### config.mk
export PLATFORM = sky130hd
export DESIGN_NAME = line_policy_ctrl
export DESIGN_NICKNAME = d
export VERILOG_FILES = /design/src/rtl/lpc_pkg.sv /design/src/rtl/lpc_bus_sampler.sv /design/src/rtl/lpc_line_array.sv /design/src/rtl/lpc_maint_engine.sv /design/src/rtl/line_policy_ctrl.sv
export SDC_FILE = /design/constraint.sdc
export NUM_CORES = 1
export LEC_CHECK = 0
export BUFFER_PORTS_ARGS = -buffer_cell sky130_fd_sc_hd__buf_2
export CAP_MARGIN = 25
export CORE_MARGIN = 4
export CORE_UTILIZATION = 55
export CTS_CLUSTER_DIAMETER = 60
export DETAILED_ROUTE_END_ITERATION = 10
export PLACE_DENSITY = 0.77
export SYNTH_ARGS = -nofsm -noshare
export SYNTH_HDL_FRONTEND = slang
export SYNTH_SLANG_ARGS = --single-unit
### constraint.sdc
create_clock -name clk -period 3.4 [get_ports clk]
set_input_delay 0.17 -clock clk [delete_from_list [all_inputs] [get_ports clk]]
set_output_delay 0.17 -clock clk [all_outputs]
set_load 0.05 [all_outputs]
### src/rtl/lpc_pkg.sv
`timescale 1ns/1ps
package lpc_pkg;
  typedef enum logic [1:0] {
    LN_INV = 2'd0,
    LN_SHR = 2'd1,
    LN_EXC = 2'd2,
    LN_MOD = 2'd3
  } line_st_t;

  typedef enum logic [1:0] {
    CY_FILL  = 2'd0,
    CY_WTWR  = 2'd1,
    CY_WBWR  = 2'd2,
    CY_OTHER = 2'd3
  } cyc_kind_t;

  typedef struct packed {
    logic      vld;
    cyc_kind_t kind;
    logic      excl;
  } bus_ev_t;
endpackage

### src/rtl/lpc_bus_sampler.sv
`timescale 1ns/1ps
module lpc_bus_sampler
  import lpc_pkg::*;
#(
  parameter int IDX_W = 3,
  parameter int BEATS = 4
) (
  input  logic             clk,
  input  logic             rst_n,
  input  logic             cyc_start,
  input  logic [1:0]       cyc_kind,
  input  logic [IDX_W-1:0] cyc_idx,
  input  logic             cyc_pwt,
  input  logic             brdy,
  input  logic             na,
  input  logic             pol_in,
  output bus_ev_t          ev,
  output logic [IDX_W-1:0] ev_idx
);
  localparam int CNT_W = (BEATS > 1) ? $clog2(BEATS) : 1;
  localparam logic [CNT_W-1:0] LAST_BEAT = CNT_W'(BEATS - 1);

  logic             open_q, seen_q, pol_q, pwt_q;
  cyc_kind_t        kind_q;
  logic [IDX_W-1:0] idx_q;
  logic [CNT_W-1:0] beat_q;

  logic first_strobe, samp_type, eff_pol, last_beat;

  always_comb begin
    first_strobe = open_q && (brdy || na) && !seen_q;
    samp_type    = (kind_q == CY_FILL) || (kind_q == CY_WTWR);
    // the policy seen at the first strobe wins; later values do not count
    eff_pol      = seen_q ? pol_q : pol_in;
    last_beat    = open_q && brdy && ((kind_q != CY_FILL) || (beat_q == LAST_BEAT));
    ev.vld       = last_beat;
    ev.kind      = kind_q;
    ev.excl      = samp_type && eff_pol && !pwt_q;
    ev_idx       = idx_q;
  end

  always_ff @(posedge clk) begin
    if (!rst_n) begin
      open_q <= 1'b0;
      seen_q <= 1'b0;
      pol_q  <= 1'b0;
      pwt_q  <= 1'b0;
      kind_q <= CY_OTHER;
      idx_q  <= '0;
      beat_q <= '0;
    end else if (cyc_start) begin
      open_q <= 1'b1;
      seen_q <= 1'b0;
      kind_q <= cyc_kind_t'(cyc_kind);
      idx_q  <= cyc_idx;
      pwt_q  <= cyc_pwt;
      beat_q <= '0;
    end else begin
      if (first_strobe) begin
        seen_q <= 1'b1;
        if (samp_type) pol_q <= pol_in;
      end
      if (open_q && brdy) beat_q <= beat_q + CNT_W'(1);
      if (last_beat) open_q <= 1'b0;
    end
  end

  AST_NO_CYC_OVERLAP: assert property (@(posedge clk) disable iff (!rst_n)
    cyc_start |-> !open_q) else $error("bus cycle started while one is open");
  AST_POL_HELD: assert property (@(posedge clk) disable iff (!rst_n)
    (open_q && seen_q && !cyc_start) |=> $stable(pol_q)) else $error("policy changed after capture");
endmodule

### src/rtl/lpc_line_array.sv
`timescale 1ns/1ps
module lpc_line_array
  import lpc_pkg::*;
#(
  parameter int LINES = 8,
  parameter int IDX_W = 3
) (
  input  logic                   clk,
  input  logic                   rst_n,
  input  bus_ev_t                ev,
  input  logic [IDX_W-1:0]       ev_idx,
  input  logic                   flush_clr,
  input  logic                   inq_upd,
  input  logic [IDX_W-1:0]       inq_upd_idx,
  input  line_st_t               inq_new,
  input  logic                   wr_hit,
  input  logic [IDX_W-1:0]       wr_idx,
  output line_st_t [LINES-1:0]   st_o,
  output logic                   ext_write,
  output logic [IDX_W-1:0]       ext_idx
);
  line_st_t st_q [LINES];

  for (genvar g = 0; g < LINES; g++) begin : g_line
    line_st_t nx;
    logic     ev_here, inq_here, wr_here;
    always_comb begin
      ev_here  = ev.vld && (ev_idx == IDX_W'(g));
      inq_here = inq_upd && (inq_upd_idx == IDX_W'(g));
      wr_here  = wr_hit && (wr_idx == IDX_W'(g));
      nx = st_q[g];
      if (flush_clr)
        nx = LN_INV;
      else if (inq_here)
        nx = inq_new;
      else if (ev_here && (ev.kind == CY_FILL || (ev.kind == CY_WTWR && st_q[g] == LN_SHR)))
        nx = ev.excl ? LN_EXC : LN_SHR;
      else if (wr_here && st_q[g] == LN_EXC)
        nx = LN_MOD;
    end
    always_ff @(posedge clk) begin
      if (!rst_n) st_q[g] <= LN_INV;
      else        st_q[g] <= nx;
    end
    assign st_o[g] = st_q[g];
  end

  always_ff @(posedge clk) begin
    if (!rst_n) begin
      ext_write <= 1'b0;
      ext_idx   <= '0;
    end else begin
      ext_write <= wr_hit && (st_o[wr_idx] == LN_SHR);
      ext_idx   <= wr_idx;
    end
  end

  logic any_live;
  always_comb begin
    any_live = 1'b0;
    for (int i = 0; i < LINES; i++) if (st_q[i] != LN_INV) any_live = 1'b1;
  end

  AST_EXC_TO_MOD: assert property (@(posedge clk) disable iff (!rst_n)
    (wr_hit && st_o[wr_idx] == LN_EXC && !flush_clr && !inq_upd && !ev.vld)
    |=> st_o[$past(wr_idx)] == LN_MOD) else $error("exclusive write hit not promoted");
  AST_FLUSH_ALL_INV: assert property (@(posedge clk) disable iff (!rst_n)
    flush_clr |=> !any_live) else $error("line valid after flush");
  AST_FILL_LIVE: assert property (@(posedge clk) disable iff (!rst_n)
    (ev.vld && ev.kind == CY_FILL && !flush_clr && !inq_upd)
    |=> st_o[$past(ev_idx)] != LN_INV) else $error("fill left line invalid");
  AST_SHR_WRITE_OUT: assert property (@(posedge clk) disable iff (!rst_n)
    ext_write |-> !$past(flush_clr)) else $error("external write during flush clear");
endmodule

### src/rtl/lpc_maint_engine.sv
`timescale 1ns/1ps
module lpc_maint_engine
  import lpc_pkg::*;
#(
  parameter int LINES = 8,
  parameter int IDX_W = 3
) (
  input  logic                 clk,
  input  logic                 rst_n,
  input  line_st_t [LINES-1:0] st_i,
  input  logic                 flush_start,
  input  logic                 inq_valid,
  input  logic [IDX_W-1:0]     inq_idx,
  input  logic                 inq_inv,
  output logic                 inq_ready,
  output logic                 wb_valid,
  output logic [IDX_W-1:0]     wb_idx,
  input  logic                 wb_ready,
  output logic                 inq_upd,
  output logic [IDX_W-1:0]     inq_upd_idx,
  output line_st_t             inq_new,
  output logic                 flush_clr,
  output logic                 flush_done
);
  localparam logic [IDX_W-1:0] LAST = IDX_W'(LINES - 1);

  typedef enum logic [2:0] {E_IDLE, E_IWB, E_SCAN, E_FWB, E_CLR} eng_t;

  eng_t             cur_q, nxt;
  logic [IDX_W-1:0] ptr_q, ptr_d, qidx_q, qidx_d;
  logic             qinv_q, qinv_d;

  always_comb begin
    nxt         = cur_q;
    ptr_d       = ptr_q;
    qidx_d      = qidx_q;
    qinv_d      = qinv_q;
    inq_ready   = 1'b0;
    wb_valid    = 1'b0;
    wb_idx      = ptr_q;
    inq_upd     = 1'b0;
    inq_upd_idx = inq_idx;
    inq_new     = LN_INV;
    flush_clr   = 1'b0;
    flush_done  = 1'b0;
    unique case (cur_q)
      E_IDLE: begin
        inq_ready = !flush_start;
        if (flush_start) begin
          nxt   = E_SCAN;
          ptr_d = '0;
        end else if (inq_valid) begin
          qidx_d = inq_idx;
          qinv_d = inq_inv;
          if (st_i[inq_idx] == LN_MOD) begin
            nxt = E_IWB;
          end else begin
            inq_upd     = (st_i[inq_idx] != LN_INV);
            inq_upd_idx = inq_idx;
            inq_new     = inq_inv ? LN_INV : LN_SHR;
          end
        end
      end
      E_IWB: begin
        wb_valid = 1'b1;
        wb_idx   = qidx_q;
        if (wb_ready) begin
          inq_upd     = 1'b1;
          inq_upd_idx = qidx_q;
          inq_new     = qinv_q ? LN_INV : LN_SHR;
          nxt         = E_IDLE;
        end
      end
      E_SCAN: begin
        if (st_i[ptr_q] == LN_MOD) nxt = E_FWB;
        else if (ptr_q == LAST)    nxt = E_CLR;
        else                       ptr_d = ptr_q + IDX_W'(1);
      end
      E_FWB: begin
        wb_valid = 1'b1;
        wb_idx   = ptr_q;
        if (wb_ready) begin
          if (ptr_q == LAST) nxt = E_CLR;
          else begin
            ptr_d = ptr_q + IDX_W'(1);
            nxt   = E_SCAN;
          end
        end
      end
      E_CLR: begin
        flush_clr  = 1'b1;
        flush_done = 1'b1;
        nxt        = E_IDLE;
      end
      default: nxt = E_IDLE;
    endcase
  end

  always_ff @(posedge clk) begin
    if (!rst_n) begin
      cur_q  <= E_IDLE;
      ptr_q  <= '0;
      qidx_q <= '0;
      qinv_q <= 1'b0;
    end else begin
      cur_q  <= nxt;
      ptr_q  <= ptr_d;
      qidx_q <= qidx_d;
      qinv_q <= qinv_d;
    end
  end

  AST_WB_HOLD: assert property (@(posedge clk) disable iff (!rst_n)
    (wb_valid && !wb_ready) |=> (wb_valid && $stable(wb_idx))) else $error("writeback request dropped");
  AST_WB_ONLY_MOD: assert property (@(posedge clk) disable iff (!rst_n)
    wb_valid |-> st_i[wb_idx] == LN_MOD) else $error("writeback of a clean line");
  AST_INQ_QUIET: assert property (@(posedge clk) disable iff (!rst_n)
    inq_ready |-> !wb_valid) else $error("inquire accepted while busy");
  AST_DONE_PULSE: assert property (@(posedge clk) disable iff (!rst_n)
    flush_done |=> !flush_done) else $error("done pulse too long");
endmodule

### src/rtl/line_policy_ctrl.sv
`timescale 1ns/1ps
module line_policy_ctrl
  import lpc_pkg::*;
#(
  parameter int LINES = 8,
  parameter int BEATS = 4,
  localparam int IDX_W = $clog2(LINES)
) (
  input  logic             clk,
  input  logic             rst_n,
  input  logic             cyc_start,
  input  logic [1:0]       cyc_kind,
  input  logic [IDX_W-1:0] cyc_idx,
  input  logic             cyc_pwt,
  input  logic             brdy,
  input  logic             na,
  input  logic             wbwt_in,
  input  logic             wr_hit,
  input  logic [IDX_W-1:0] wr_idx,
  output logic             ext_write,
  output logic [IDX_W-1:0] ext_idx,
  input  logic             inq_valid,
  output logic             inq_ready,
  input  logic [IDX_W-1:0] inq_idx,
  input  logic             inq_inv,
  input  logic             flush_start,
  output logic             flush_done,
  output logic             wb_valid,
  input  logic             wb_ready,
  output logic [IDX_W-1:0] wb_idx,
  input  logic [IDX_W-1:0] rd_idx,
  output logic [1:0]       rd_state
);
  bus_ev_t              ev;
  logic [IDX_W-1:0]     ev_idx;
  line_st_t [LINES-1:0] st_vec;
  logic                 inq_upd, flush_clr;
  logic [IDX_W-1:0]     inq_upd_idx;
  line_st_t             inq_new;

  lpc_bus_sampler #(.IDX_W(IDX_W), .BEATS(BEATS)) u_samp (
    .clk(clk), .rst_n(rst_n), .cyc_start(cyc_start), .cyc_kind(cyc_kind),
    .cyc_idx(cyc_idx), .cyc_pwt(cyc_pwt), .brdy(brdy), .na(na),
    .pol_in(wbwt_in), .ev(ev), .ev_idx(ev_idx)
  );

  lpc_line_array #(.LINES(LINES), .IDX_W(IDX_W)) u_arr (
    .clk(clk), .rst_n(rst_n), .ev(ev), .ev_idx(ev_idx), .flush_clr(flush_clr),
    .inq_upd(inq_upd), .inq_upd_idx(inq_upd_idx), .inq_new(inq_new),
    .wr_hit(wr_hit), .wr_idx(wr_idx), .st_o(st_vec),
    .ext_write(ext_write), .ext_idx(ext_idx)
  );

  lpc_maint_engine #(.LINES(LINES), .IDX_W(IDX_W)) u_eng (
    .clk(clk), .rst_n(rst_n), .st_i(st_vec), .flush_start(flush_start),
    .inq_valid(inq_valid), .inq_idx(inq_idx), .inq_inv(inq_inv),
    .inq_ready(inq_ready), .wb_valid(wb_valid), .wb_idx(wb_idx),
    .wb_ready(wb_ready), .inq_upd(inq_upd), .inq_upd_idx(inq_upd_idx),
    .inq_new(inq_new), .flush_clr(flush_clr), .flush_done(flush_done)
  );

  assign rd_state = st_vec[rd_idx];
endmodule

Word level (Yosys, flattened, before mapping)
Memories as Yosys holds them, arrays and structs flattened.
Index checks and enable logic that the tools add are counted.
{"block": "classes", "mux": 86, "add_sub_neg": 2, "reduce_logical": 84, "bitwise": 11, "n_lt_le_gt_ge": 4, "n_eq_ne": 54}
{"cell": "$mux 2", "count": 49}
{"cell": "$logic_and 1x1->1", "count": 55}
{"cell": "$mux 3", "count": 15}
{"cell": "$eq 3x3->1 const B", "count": 14}
{"cell": "$bmux 2 s3", "count": 4}
{"cell": "$eq 3x2->1 const B", "count": 8}
{"cell": "$eq 2x2->1 const B", "count": 11}
{"cell": "$eq 2x1->1 const B", "count": 10}
{"cell": "$lt 3x4->1 const B", "count": 4}
{"cell": "$mux 1", "count": 14}
{"cell": "$eq 3x1->1 const B", "count": 4}
{"cell": "$logic_not 3->1", "count": 4}
{"cell": "$pmux 3 s4", "count": 1}
{"cell": "$logic_or 1x1->1", "count": 11}
{"cell": "$pmux 3 s3", "count": 1}
{"cell": "$ne 2x2->1 const B", "count": 4}
{"cell": "$or 1x1->1", "count": 8}
{"cell": "$reduce_and 3->1", "count": 2}
{"cell": "$reduce_bool 2->1", "count": 3}
{"cell": "$reduce_and 5->1", "count": 1}
{"cell": "$pmux 2 s2", "count": 1}
{"cell": "$reduce_and 4->1", "count": 1}
{"cell": "$reduce_or 2->1", "count": 2}
{"cell": "$add 3x1->3 const B", "count": 1}
{"cell": "9 further kinds", "count": 13}
{"block": "word_totals", "wordCells": 255, "inputBits": 26, "n_memories": 1, "reg_bits": 25, "ram_bits": 16}
{"memory": "u_arr.st_q", "depth": 8, "word_bits": 2, "rd": 8, "rd_clocked_by_memory_dff": 0, "wr": 8, "line": "lpc_line_array.sv:22", "rtl": "line_st_t st_q [LINES];"}

Longest topological paths before layout
Gate-level depths: netlist (run 1).
An unclocked memory read counts as a cell.
{"block": "depth", "depth_word": 12, "depth_mapped": 9, "ltp_nobuf": 8}

Hierarchy
Synthesis (run 1) repeated with hierarchy kept, for this count alone.
{"block": "unflattened", "cells_unflattened": 309, "area_unflattened_um2": 2751.4}
{"mod": "lpc_line_array", "instances": 1, "seq_area_each_um2": 400.4, "cells_per_inst": 156, "area_per_inst_um2": 1277.5}
{"mod": "lpc_maint_engine", "instances": 1, "seq_area_each_um2": 200.2, "cells_per_inst": 99, "area_per_inst_um2": 878.3}
{"mod": "lpc_bus_sampler", "instances": 1, "seq_area_each_um2": 220.2, "cells_per_inst": 48, "area_per_inst_um2": 467.9}
{"mod": "line_policy_ctrl", "instances": 1, "seq_area_each_um2": 0.0, "cells_per_inst": 6, "area_per_inst_um2": 127.6}

Worst setup path before layout (run 1)
OpenSTA, ideal clock, no wires.
{"block": "synth_timing", "path_type": "input port to flip-flop", "from": "in inq_idx[1]", "to": "mem u_arr.st_q[0][4] (netlist name)", "setup_time_ns": 0.121, "slack_ns": 0.975, "stages": 8, "arrival_time_ns": 2.305, "path_cell_list": "clkbuf_1 -> mux4_2 -> mux2_2 -> ha_1 -> nand4b_1 -> o21a_1 -> a21oi_1 -> mux2_2"}
{"item": "start: declaration", "line": "line_policy_ctrl.sv:24", "rtl": "input logic [IDX_W-1:0] inq_idx,"}
{"item": "end: declaration", "line": "lpc_line_array.sv:22"}

==> out/metrics.yaml, run 1 <==
initial_core_util_pct: 57.2
power_frac_seq_pct: 46.5
clock-sinks: 41
grt_pass1_wl_um: 11100
syn_inst: 296
hold_path.class: "in2reg"
clk_pin_slew_ns: 0.08
finalHoldViolCount: 0
crit_path_max_fanout: 11
core_area_um2: 4790
p_sw_share_pct: 28.7
p_leak_nw: 1.17
cts_buffers: 5
grt_usage_pct: 22.5
cp-start-kind: "flop"
worstHoldEndpoint: "u_samp.kind_q[1]"
ys.flop_type: "dfxtp_1"
stdcell_area_um2: 3070
async_reset_ff_share_pct: 0
skew_ns: 0.00308
hold_slack_ns: 0.0999
power_density_nw_per_um2: 374
p_int_mw: 0.818
gp_congestion: 0.937
cts-resized-gates: 0
combPwrFrac_pct: 18.3
syn_nets: 326
rsz0062_at_grt: "no"
dieArea_um2: 6170
synth_edf_count: 0
maxCapViolations: 0
grt_overflow: 0
avgSynthCellArea_um2: 9.24
ios: 38
nets: 354
outcome: "finished, final reports clean"
setup.worst_path.class: "reg2reg"
synth.distinct_cells: 58
io_buffers: 37
ant_nets: 0
setup_viol: 0
drt_first_pass_iters: 5
synthTopCellsByCount: "dfxtp_1, nand2_1, nor2_1, mux2i_1, a21oi_1"
r2r-end: "u_arr.st_q[1][4]"
vias: 2481
ys_top_cells_by_area: "dfxtp_1, mux4_2, mux2i_1, mux2_2, nand2_1"
drcViolationCount: 0
fillerInstances: 421
wl_um: 6800
die_w_um: 78.5
finalMaxSlewViolations: 0
row_count: 25
drt_iter0_markers: 234
arrival_ns: 2.69
ir_worst_vdd_v: 0.000246
switchingPower_mw: 0.329
fin_crit_ns: 2.49
reg2regPathDepth: 5
tightest_slew_ns: 0.600
cts_hold_buf: 0
max_freq_mhz: 401
avgViaCountPerCell: 6.33
end_kind: "flop"
tns_ns: 0
multi_input_area_um2: 1820
whs_path_depth: 3
post-route-period-util_pct: 73.3
h-tree-depth: 2
clockPowerShare_pct: 35.2
synthesis.area_um2: 2740
antenna_found_initial: 0
area_delta_synth_final_pct: 12.2
wire_per_inst_um: 17.3
grt_pass1_vias: 2311
reg2reg_slack_ns: 0.91
seq_area_um2: 821
synth_warnings: 0
synth-seq-area-share_pct: 30.0
cts_tree: "done"
worstHoldStart: "cyc_kind[1]"
crit_required_ns: 3.60
yosys.area.top_type_share_pct: 30.0
grt_max_degree: 16
place_area_um2: 2950
die_h_um: 78.5
clock_path_buffers: 2
synth_area_leader_cell: "dfxtp_1"
yosysMostFrequentCell: "dfxtp_1"
slew-limit-headroom_pct: 59.8
rr_startpoint: "u_samp.kind_q[0]"
drive_above_1_share_pct: 25.2
ys_ff_latch: 41
post_cts_buffers: 0
root_buffer: "clkbuf_8"
clock_latency_ns: 0.29
antenna_cells: 0
dp.final_hpwl_um: 5240
[cells in the final DEF, fill, tap and decap left out, types with 5 or more instances in the layout]
| cell | instances |
|---|---|
| mux2_2 | 12 |
| buf_2 | 37 |
| mux2i_1 | 18 |
| and2_1 | 5 |
| a21oi_1 | 15 |
| clkbuf_8 | 6 |
| nor2_1 | 22 |
| nand2b_1 | 14 |
| nand2_1 | 27 |
| a211oi_1 | 5 |
| a22oi_1 | 5 |
| a31oi_1 | 5 |
| dfxtp_1 | 41 |
| nor3_1 | 10 |
| mux4_2 | 11 |
| nand3_1 | 10 |
[worst max path at each step]
stage / start / end / slack [ns] / depth (start not counted)
after floorplan: inq_idx[1] / u_arr.st_q[0][4] / 0.97 / 8
final: u_samp.kind_q[0] / u_arr.st_q[1][4] / 0.91 / 5
after detailed placement: u_samp.kind_q[0] / u_arr.st_q[1][4] / 0.96 / 5
after global routing: u_samp.kind_q[0] / u_arr.st_q[1][4] / 0.82 / 5
after CTS: u_samp.kind_q[0] / u_arr.st_q[1][4] / 0.94 / 5
after global placement: inq_idx[1] / u_arr.st_q[0][4] / 1.03 / 8
[cell families (layout without fill, tap and decap cells)]
group,after synthesis,count (layout),share of synthesized area [%]
xor gates and xnor gates,1,1,0.320
DFF,41,41,30.0
buffers and inverters,24,53,3.57
adders and majority gates,4,4,1.83
and+or+nand+nor,125,125,26.4
AOI/OAI and AO/OA,60,60,17.3
muxes,41,41,20.6
[metal layers]
| metal | up-vias | part of all wire [%] | GRT usage (%) |
|---|---|---|---|
| met5 | - | 0 | 0 |
| met1 | 1196 | 44 | 30.8 |
| met2 | 97 | 47 | 36.4 |
| met3 | 9 | 7.0 | 4.13 |
| met4 | 0 | 1.2 | 6.29 |
| li1 | 1179 | - | - |
[layout make-up]
| class | count | share of cell area (%) |
|---|---|---|
| multi-input combinational | 231 | 59.2 |
| sequential | 41 | 26.8 |
| timing repair buffer | 41 | 7.01 |
| clock buffer | 7 | 2.81 |
| tap | 67 | 2.73 |
| clock inverter | 1 | 0.979 |
| inverter | 4 | 0.489 |
[state kept, by name, summed over array words and instances (netlist names), 2 cells and up]
| register | flops |
|---|---|
| u_eng.qidx_q | 3 |
| u_arr.ext_idx | 3 |
| u_samp.ev_idx | 3 |
| u_samp.kind_q | 2 |
| u_arr.st_q | 16 |
| u_eng.cur_q | 3 |
| u_samp.beat_q | 2 |
| u_eng.ptr_q | 3 |
[power groups by stage]
stage / clock [mW] / sequential, mW / combinational, mW
after floorplan: 0 / 0.525 / 0.171
after global placement: 0 / 0.543 / 0.204
after detailed placement: 0 / 0.544 / 0.208
after CTS: 0.410 / 0.532 / 0.208
after global routing: 0.430 / 0.537 / 0.228
final: 0.404 / 0.533 / 0.209
[worst max-delay path, stage by stage (launching register included)]
cell	delay [ns]
dfxtp_1	0.62
nor2_1	0.19
or4b_4	0.59
a211oi_1	0.43
mux2_2	0.39
o31ai_1	0.19
[metrics by stage]
step	total power, mW	setup slack (ns)	utilization, %	instances
2_1_floorplan	0.696	0.975	-	296
3_3_place_gp	0.747	1.03	61.7	384
3_5_place_dp	0.752	0.960	61.7	384
4_1_cts	1.15	0.943	64.1	392
5_1_grt	1.20	0.817	64.1	392
6_report	1.15	0.907	64.1	392
Power figures use the tool's default switching activity.
==> run 2: changes to the inputs <==
--- a/config.mk
+++ b/config.mk
@@ -5,13 +5,14 @@
 export SDC_FILE = /design/constraint.sdc
 export NUM_CORES = 1
 export LEC_CHECK = 0
+export ABC_AREA = 1
 export BUFFER_PORTS_ARGS = -buffer_cell sky130_fd_sc_hd__buf_2
 export CAP_MARGIN = 25
 export CORE_MARGIN = 4
-export CORE_UTILIZATION = 55
+export CORE_UTILIZATION = 52
 export CTS_CLUSTER_DIAMETER = 60
 export DETAILED_ROUTE_END_ITERATION = 10
-export PLACE_DENSITY = 0.77
+export PLACE_DENSITY = 0.76
 export SYNTH_ARGS = -nofsm -noshare
 export SYNTH_HDL_FRONTEND = slang
 export SYNTH_SLANG_ARGS = --single-unit
==> constraint.sdc (replaced) <==
create_clock -name clk -period 2.25 [get_ports clk]
set_input_delay 0.1125 -clock clk [delete_from_list [all_inputs] [get_ports clk]]
set_output_delay 0.1125 -clock clk [all_outputs]
set_load 0.05 [all_outputs]
==> run 2 against run 1 <==
Via count increased by 28%. Critical path depth rose by 9. Maximum frequency grew 23%. Register-to-register slack lost 0.68 ns. First-iteration DRC count grew 22%. Clock skew grew 0.0043 ns. Wire length is 21% higher. Setup slack worse by 0.68 ns. Worst hold slack worse by 0.069 ns.
==> out/metrics.yaml, run 2 <==
outcome: "finished, final reports clean"  # unchanged
largest-register: "u_arr.st_q"  # unchanged
nets: 532  # was 354
setup_viol: 0  # unchanged
dp.final_hpwl_um: 6430  # was 5240 um
row_count: 26  # was 25
ys_ff_latch: 41  # unchanged
slowest_stage: "dfxtp_1"  # unchanged
grt_overflow: 0  # unchanged
yosysMostFrequentCell: "nand2_1"  # was dfxtp_1
synth_warnings: 0  # unchanged
async_reset_ff_share_pct: 0  # unchanged
root_buffer: "clkbuf_8"  # unchanged
tightest_slew_ns: 0.525  # was 0.600 ns
drt_iter0_markers: 285  # was 234
largest_reg_flops: 16  # unchanged
end_kind: "flop"  # unchanged
grt_usage_pct: 26.7  # was 22.5%
synth_area_leader_cell: "dfxtp_1"  # unchanged
antenna_found_initial: 0  # unchanged
finalHoldViolCount: 0  # unchanged
p_leak_nw: 1.57  # was 1.17 nW
cts_hold_buf: 0  # unchanged
drt_first_pass_iters: 4  # was 5
crit_path_max_fanout: 7  # was 11
ios: 38  # unchanged
core_area_um2: 5070  # was 4790 um2
clock-sinks: 41  # unchanged
grt_pass1_vias: 2903  # was 2,311
setup.worst_path.class: "reg2reg"  # unchanged
clock_path_buffers: 2  # unchanged
dieArea_um2: 6450  # was 6170 um2
ant_nets: 0  # unchanged
layout_common_cells: "nand2_1, inv_1, nor2_1"  # was dfxtp_1, buf_2, nand2_1
grt_max_degree: 21  # was 16
cts_tree: "done"  # unchanged
synthTopCellsByCount: "nand2_1, inv_1, nor2_1, o21ai_0, dfxtp_1"  # was dfxtp_1, nand2_1, nor2_1, mux2i_1, a21oi_1
io_buffers: 37  # unchanged
ir_worst_vdd_v: 0.000389  # was 0.000246 V
finalMaxSlewViolations: 0  # unchanged
met2_usage_pct: 40.9  # was 36.4%
tns_ns: 0  # unchanged
crit_required_ns: 2.45  # was 3.60 ns
ys.flop_type: "dfxtp_1"  # unchanged
fin_crit_ns: 2.02  # was 2.49 ns
setup_ws_ns: 0.229  # was 0.907 ns
met3_usage_pct: 6.95  # was 4.13%
path_common_cell: "nor2_1"
syn_inst: 452  # was 296
wire_per_inst_um: 14.3  # was 17.3 um
post-route-period-util_pct: 89.8  # was 73.3%
syn_nets: 482  # was 326
synth_edf_count: 0  # unchanged
cts_buffers: 5  # unchanged
hold_path.class: "in2reg"  # unchanged
p_total_mw: 2.72  # was 1.15 mW
vias: 3169  # was 2,481
grt_pass1_wl_um: 13600  # was 11,100 um
antenna_cells: 0  # unchanged
grt-busiest-layer: "met2"  # unchanged
pre_cts_ws_ns: 0.218  # was 0.960 ns
wl_um: 8200  # was 6800 um
layout_commonest_cell: "nand2_1"  # was dfxtp_1
place_area_um2: 3040  # was 2950 um2
clk_pin_slew_ns: 0.09  # was 0.08 ns
area_delta_synth_final_pct: 19.0  # was 12.2%
synth-seq-area-share_pct: 30.2  # was 30.0%
gp_congestion: 1.04  # was 0.937
yosys.area.top_type_share_pct: 30.2  # was 30.0%
slew-limit-headroom_pct: 64.6  # was 59.8%
cp-start-kind: "flop"  # unchanged
avgSynthCellArea_um2: 6.01  # was 9.24 um2
max_freq_mhz: 495  # was 401 MHz
drive_above_1_share_pct: 18.7  # was 25.2%
maxCapViolations: 0  # unchanged
skew_ns: 0.00734  # was 0.00308 ns
gr-usage-met1_pct: 35.8  # was 30.8%
arrival_ns: 2.22  # was 2.69 ns
die_w_um: 80.3  # was 78.5 um
path_cells: "inv_2, o21ai_0, a221oi_2, a31oi_1, ha_1, nand2_1, nor2_1, nand2_1, nand2_2, inv_2, nor2_4, nand2_2, nor2_1, nor2_1"  # was nor2_1, or4b_4, a211oi_1, mux2_2, o31ai_1
stdcell_area_um2: 3230  # was 3070 um2
die_h_um: 80.3  # was 78.5 um
crit_path_max_incr_delay_ns: 0.33  # was 0.62 ns
drcViolationCount: 0  # unchanged
h-tree-depth: 2  # unchanged
synthesis.area_um2: 2720  # was 2740 um2
power_density_nw_per_um2: 841  # was 374 nW/um2
clock_latency_ns: 0.30  # was 0.29 ns
initial_core_util_pct: 53.6  # was 57.2%
avgViaCountPerCell: 5.53  # was 6.33
ys_top_cells_by_area: "dfxtp_1, nand2_1, inv_1, o21ai_0, a21oi_1"  # was dfxtp_1, mux4_2, mux2i_1, mux2_2, nand2_1
synth.distinct_cells: 30  # was 58
-- run 2: logic make-up (layout without fill, tap and decap cells) --
group | count (synthesis) | count (layout) | share of synthesized area (%)
AOI/OAI and AO/OA | 103 | 103 | 21.0
xor gates and xnor gates | 1 | 1 | 0.322
adders and majority gates | 4 | 4 | 1.84
buffers and inverters | 81 | 132 | 11.3
DFF | 41 | 41 | 30.2
and+or+nand+nor | 222 | 222 | 35.3
-- run 2: final timing paths --
path	from	end	slack [ns]	depth (start not counted)
hold reg to reg	u_samp.pol_q	u_samp.pol_q	0.46	2
hold / removal	cyc_kind[1]	u_samp.kind_q[1]	0.03	3
setup / recovery	u_arr.st_q[1][1]	u_arr.st_q[0][0]	0.23	14
setup reg to reg	u_arr.st_q[1][1]	u_arr.st_q[0][0]	0.23	14
-- run 2: routing by layer --
layer / vias up / routed length, um / part of all wire, %
met2: 155 / 3620 / 44
met5: - / 0 / 0
li1: 1562 / - / -
met3: 28 / 774 / 9.4
met1: 1424 / 3540 / 43
met4: 0 / 261 / 3.2
-- run 2: area by class of cell --
type	instances	area, um2
flip-flops and latches	41	826
fillers	518	1840
multi-input cells	330	1620
repair buffers	50	283
well taps	70	87.6
clock buffers	5	68.8
clock inverters	3	68.8
inverters	74	278
-- run 2: power by group --
group,total [mW],internal [mW],switching (mW)
registers,0.893,0.803,0.0899
logic,1.10,0.324,0.771
clock network,0.733,0.447,0.286
total,2.72,1.57,1.15
-- run 2: worst max-delay path, delay by kind of cell (launching register included) --
family	cells	cell delay, ns
and+or+nand+nor	8	0.72
DFF	1	0.33
buffers and inverters	2	0.12
AOI/OAI and AO/OA	3	0.47
adders and majority gates	1	0.29
-- run 2: repair_timing --
action                                  CTS  global route
resized for setup                         0            15
endpoints found under the setup margin    0            12
setup buffers                             0             2
-- run 2: per-stage QoR --
| step | util, % | cells | hold slack (ns) |
|---|---|---|---|
| after global placement | 60.0 | 563 | 0.335 |
| final | 63.7 | 573 | 0.0310 |
| after global routing | 63.7 | 573 | 0.0419 |
| after CTS | 62.7 | 571 | 0.0250 |
| after detailed placement | 60.0 | 563 | 0.335 |
| after floorplan | - | 452 | 0.206 |
==> run 3: changes to the inputs <==
--- a/config.mk
+++ b/config.mk
@@ -9,10 +9,12 @@
 export BUFFER_PORTS_ARGS = -buffer_cell sky130_fd_sc_hd__buf_2
 export CAP_MARGIN = 25
 export CORE_MARGIN = 4
-export CORE_UTILIZATION = 52
+export CORE_UTILIZATION = 55
 export CTS_CLUSTER_DIAMETER = 60
 export DETAILED_ROUTE_END_ITERATION = 10
-export PLACE_DENSITY = 0.76
+export GPL_TIMING_DRIVEN = 1
+export PLACE_DENSITY = 0.77
+export SETUP_SLACK_MARGIN = 0.3
 export SYNTH_ARGS = -nofsm -noshare
 export SYNTH_HDL_FRONTEND = slang
 export SYNTH_SLANG_ARGS = --single-unit
==> constraint.sdc (replaced) <==
create_clock -name clk -period 2.4 [get_ports clk]
set_input_delay 0.12 -clock clk [delete_from_list [all_inputs] [get_ports clk]]
set_output_delay 0.12 -clock clk [all_outputs]
set_load 0.05 [all_outputs]
==> run 3 against run 2 <==
First-iteration DRC count decreased by 13%. Non-clock buffer count decreased by 1. Worst hold slack improved by 0.0040 ns. Largest power group unchanged. Wire length decreased by 0.13%. Largest cell class unchanged. Global-route usage increased by 0.13 points. Clock-buffer cell count increased by 1. Sequential cell count unchanged. Maximum frequency decreased by 0.83%. Cell area decreased by 0.77%. Sequential share of layout area increased by 0.28 points.
==> out/metrics.yaml, run 3 (same netlist as run 2, synthesis figures left out) <==
ios: 38  # unchanged
cts_buffers: 5  # unchanged
crit_buf_inv: 1  # was 2
largest-register: "u_arr.st_q"  # unchanged
root_buffer: "clkbuf_8"  # unchanged
core_area_um2: 4750  # was 5070 um2
cp-start-kind: "flop"  # unchanged
finalMaxSlewViolations: 0  # unchanged
largest_reg_flops: 16  # unchanged
layout_commonest_cell: "nand2_1"  # unchanged
h-tree-depth: 2  # unchanged
slew-limit-headroom_pct: 70.1  # was 64.6%
clk_pin_slew_ns: 0.08  # was 0.09 ns
fillerInstances: 451  # was 518
crit_path_max_incr_delay_ns: 0.36  # was 0.33 ns
p_leak_nw: 1.55  # was 1.57 nW
die_w_um: 78.3  # was 80.3 um
io_buffers: 37  # unchanged
maxCapViolations: 0  # unchanged
dp.final_hpwl_um: 6310  # was 6430 um
grt_pass1_wl_um: 13000  # was 13,600 um
cts_tree: "done"  # unchanged
drive_above_1_share_pct: 20.9  # was 18.7%
ir_worst_vdd_v: 0.000485  # was 0.000389 V
rsz0062_at_grt: "yes"
die_h_um: 78.3  # was 80.3 um
path_cells: "nand2_1, o21ai_1, a221oi_1, a31oi_1, ha_1, nand2_1, nor2_1, nand2_1, nand2_2, inv_2, nor2_4, nand2_2, nor2_2, nor2_1"  # was inv_2, o21ai_0, a221oi_2, a31oi_1, ha_1, nand2_1, nor2_1, nand2_1, nand2_2, inv_2, nor2_4, nand2_2, nor2_1, nor2_1
setup.worst_path.class: "reg2reg"  # unchanged
grt_max_degree: 21  # unchanged
layoutNonFillerInstCount: 569  # was 573
ant_nets: 0  # unchanged
drt_iter0_markers: 247  # was 285
clock_path_buffers: 2  # unchanged
antenna_found_initial: 0  # unchanged
wire_per_inst_um: 14.4  # was 14.3 um
critPathTopFamily: "simple AND/OR/NAND/NOR gates"  # unchanged
clock_latency_ns: 0.30  # about the same
drcViolationCount: 0  # unchanged
antenna_cells: 0  # unchanged
grt_pass1_vias: 2774  # was 2,903
place_area_um2: 3020  # was 3040 um2
power_density_nw_per_um2: 725  # was 841 nW/um2
initial_core_util_pct: 57.2  # was 53.6%
arrival_ns: 2.23  # was 2.22 ns
path_common_cell: "nand2_1"  # was nor2_1
tightest_slew_ns: 0.443  # was 0.525 ns
crit_required_ns: 2.60  # was 2.45 ns
end_kind: "flop"  # unchanged
grt_usage_pct: 26.8  # was 26.7%
setup_ws_ns: 0.362  # was 0.229 ns
drt_first_pass_iters: 4  # unchanged
hold_path.class: "in2reg"  # unchanged
clock-sinks: 41  # unchanged
pre_cts_ws_ns: 0.333  # was 0.218 ns
post-route-period-util_pct: 84.9  # was 89.8%
row_count: 25  # was 26
skew_ns: 0.00855  # was 0.00734 ns
wl_um: 8190  # was 8200 um
crit_path_max_fanout: 7  # unchanged
placed_cells: 557  # was 563
area_delta_synth_final_pct: 18.0  # was 19.0%
max_freq_mhz: 491  # was 495 MHz
finalHoldViolCount: 0  # unchanged
vias: 3157  # was 3,169
tns_ns: 0  # unchanged
cts_hold_buf: 0  # unchanged
layout_common_cells: "nand2_1, inv_1, nor2_1"  # unchanged
grt_overflow: 0  # unchanged
nets: 531  # was 532
slowest_stage: "dfxtp_4"  # was dfxtp_1
dieArea_um2: 6130  # was 6450 um2
setup_viol: 0  # unchanged
avgViaCountPerCell: 5.55  # was 5.53
fin_crit_ns: 2.04  # was 2.02 ns
stdcell_area_um2: 3210  # was 3230 um2
gp_congestion: 0.971  # was 1.04
outcome: "finished, final reports clean"  # unchanged
==> run 3: where the power goes <==
group          switching, mW  internal [mW]
registers             0.0864          0.753
clock network          0.250          0.202
logic                  0.733          0.301
==> run 3: worst paths after layout <==
kind | to | start | slack (ns) | cells after the start
max reg2reg | u_arr.st_q[0][0] | u_arr.st_q[1][6] | 0.36 | 14
min reg2reg | u_samp.pol_q | u_samp.pol_q | 0.46 | 2
max | u_arr.st_q[0][0] | u_arr.st_q[1][6] | 0.36 | 14
min | u_arr.ext_idx[1] | wr_idx[1] | 0.03 | 3
==> run 3: final cells by class <==
cell class | instances | area (um2) | share of cell area (%)
Clock buffer | 6 | 72.6 | 2.26
Clock inverter | 2 | 10.0 | 0.312
Inverter | 74 | 280 | 8.74
Multi-Input combinational cell | 330 | 1660 | 51.7
Sequential cell | 41 | 828 | 25.8
Tap cell | 67 | 83.8 | 2.61
Timing Repair Buffer | 49 | 275 | 8.58
==> run 3: through the flow <==
| stage | hold slack [ns] | total power, mW | util, % |
|---|---|---|---|
| after floorplan | 0.213 | 1.60 | - |
| after global placement | 0.336 | 1.82 | 63.6 |
| after detailed placement | 0.342 | 1.83 | 63.6 |
| after CTS | 0.0319 | 2.27 | 65.3 |
| after global routing | 0.0464 | 2.49 | 67.5 |
| final | 0.0350 | 2.33 | 67.5 |
==> run 3: layer usage <==
metal,GRT usage [%],share of wire [%],vias up
li1,-,-,1568
met1,36.3,45,1393
met2,42.1,44,178
met3,5.50,8.5,18
met4,9.97,2.2,0
met5,0,0,-
==> run 3: timing repair <==
| item | in CTS | in global routing |
|---|---|---|
| setup buffers | 0 | 4 |
| setup endpoints to repair | 0 | 16 |
| resized for setup | 0 | 32 |
==> run 3: tightest hold or removal path, delay by kind of cell <==
kind                   cells  cell delay, ns
buffers and inverters      2            0.15
and+or+nand+nor            1            0.05
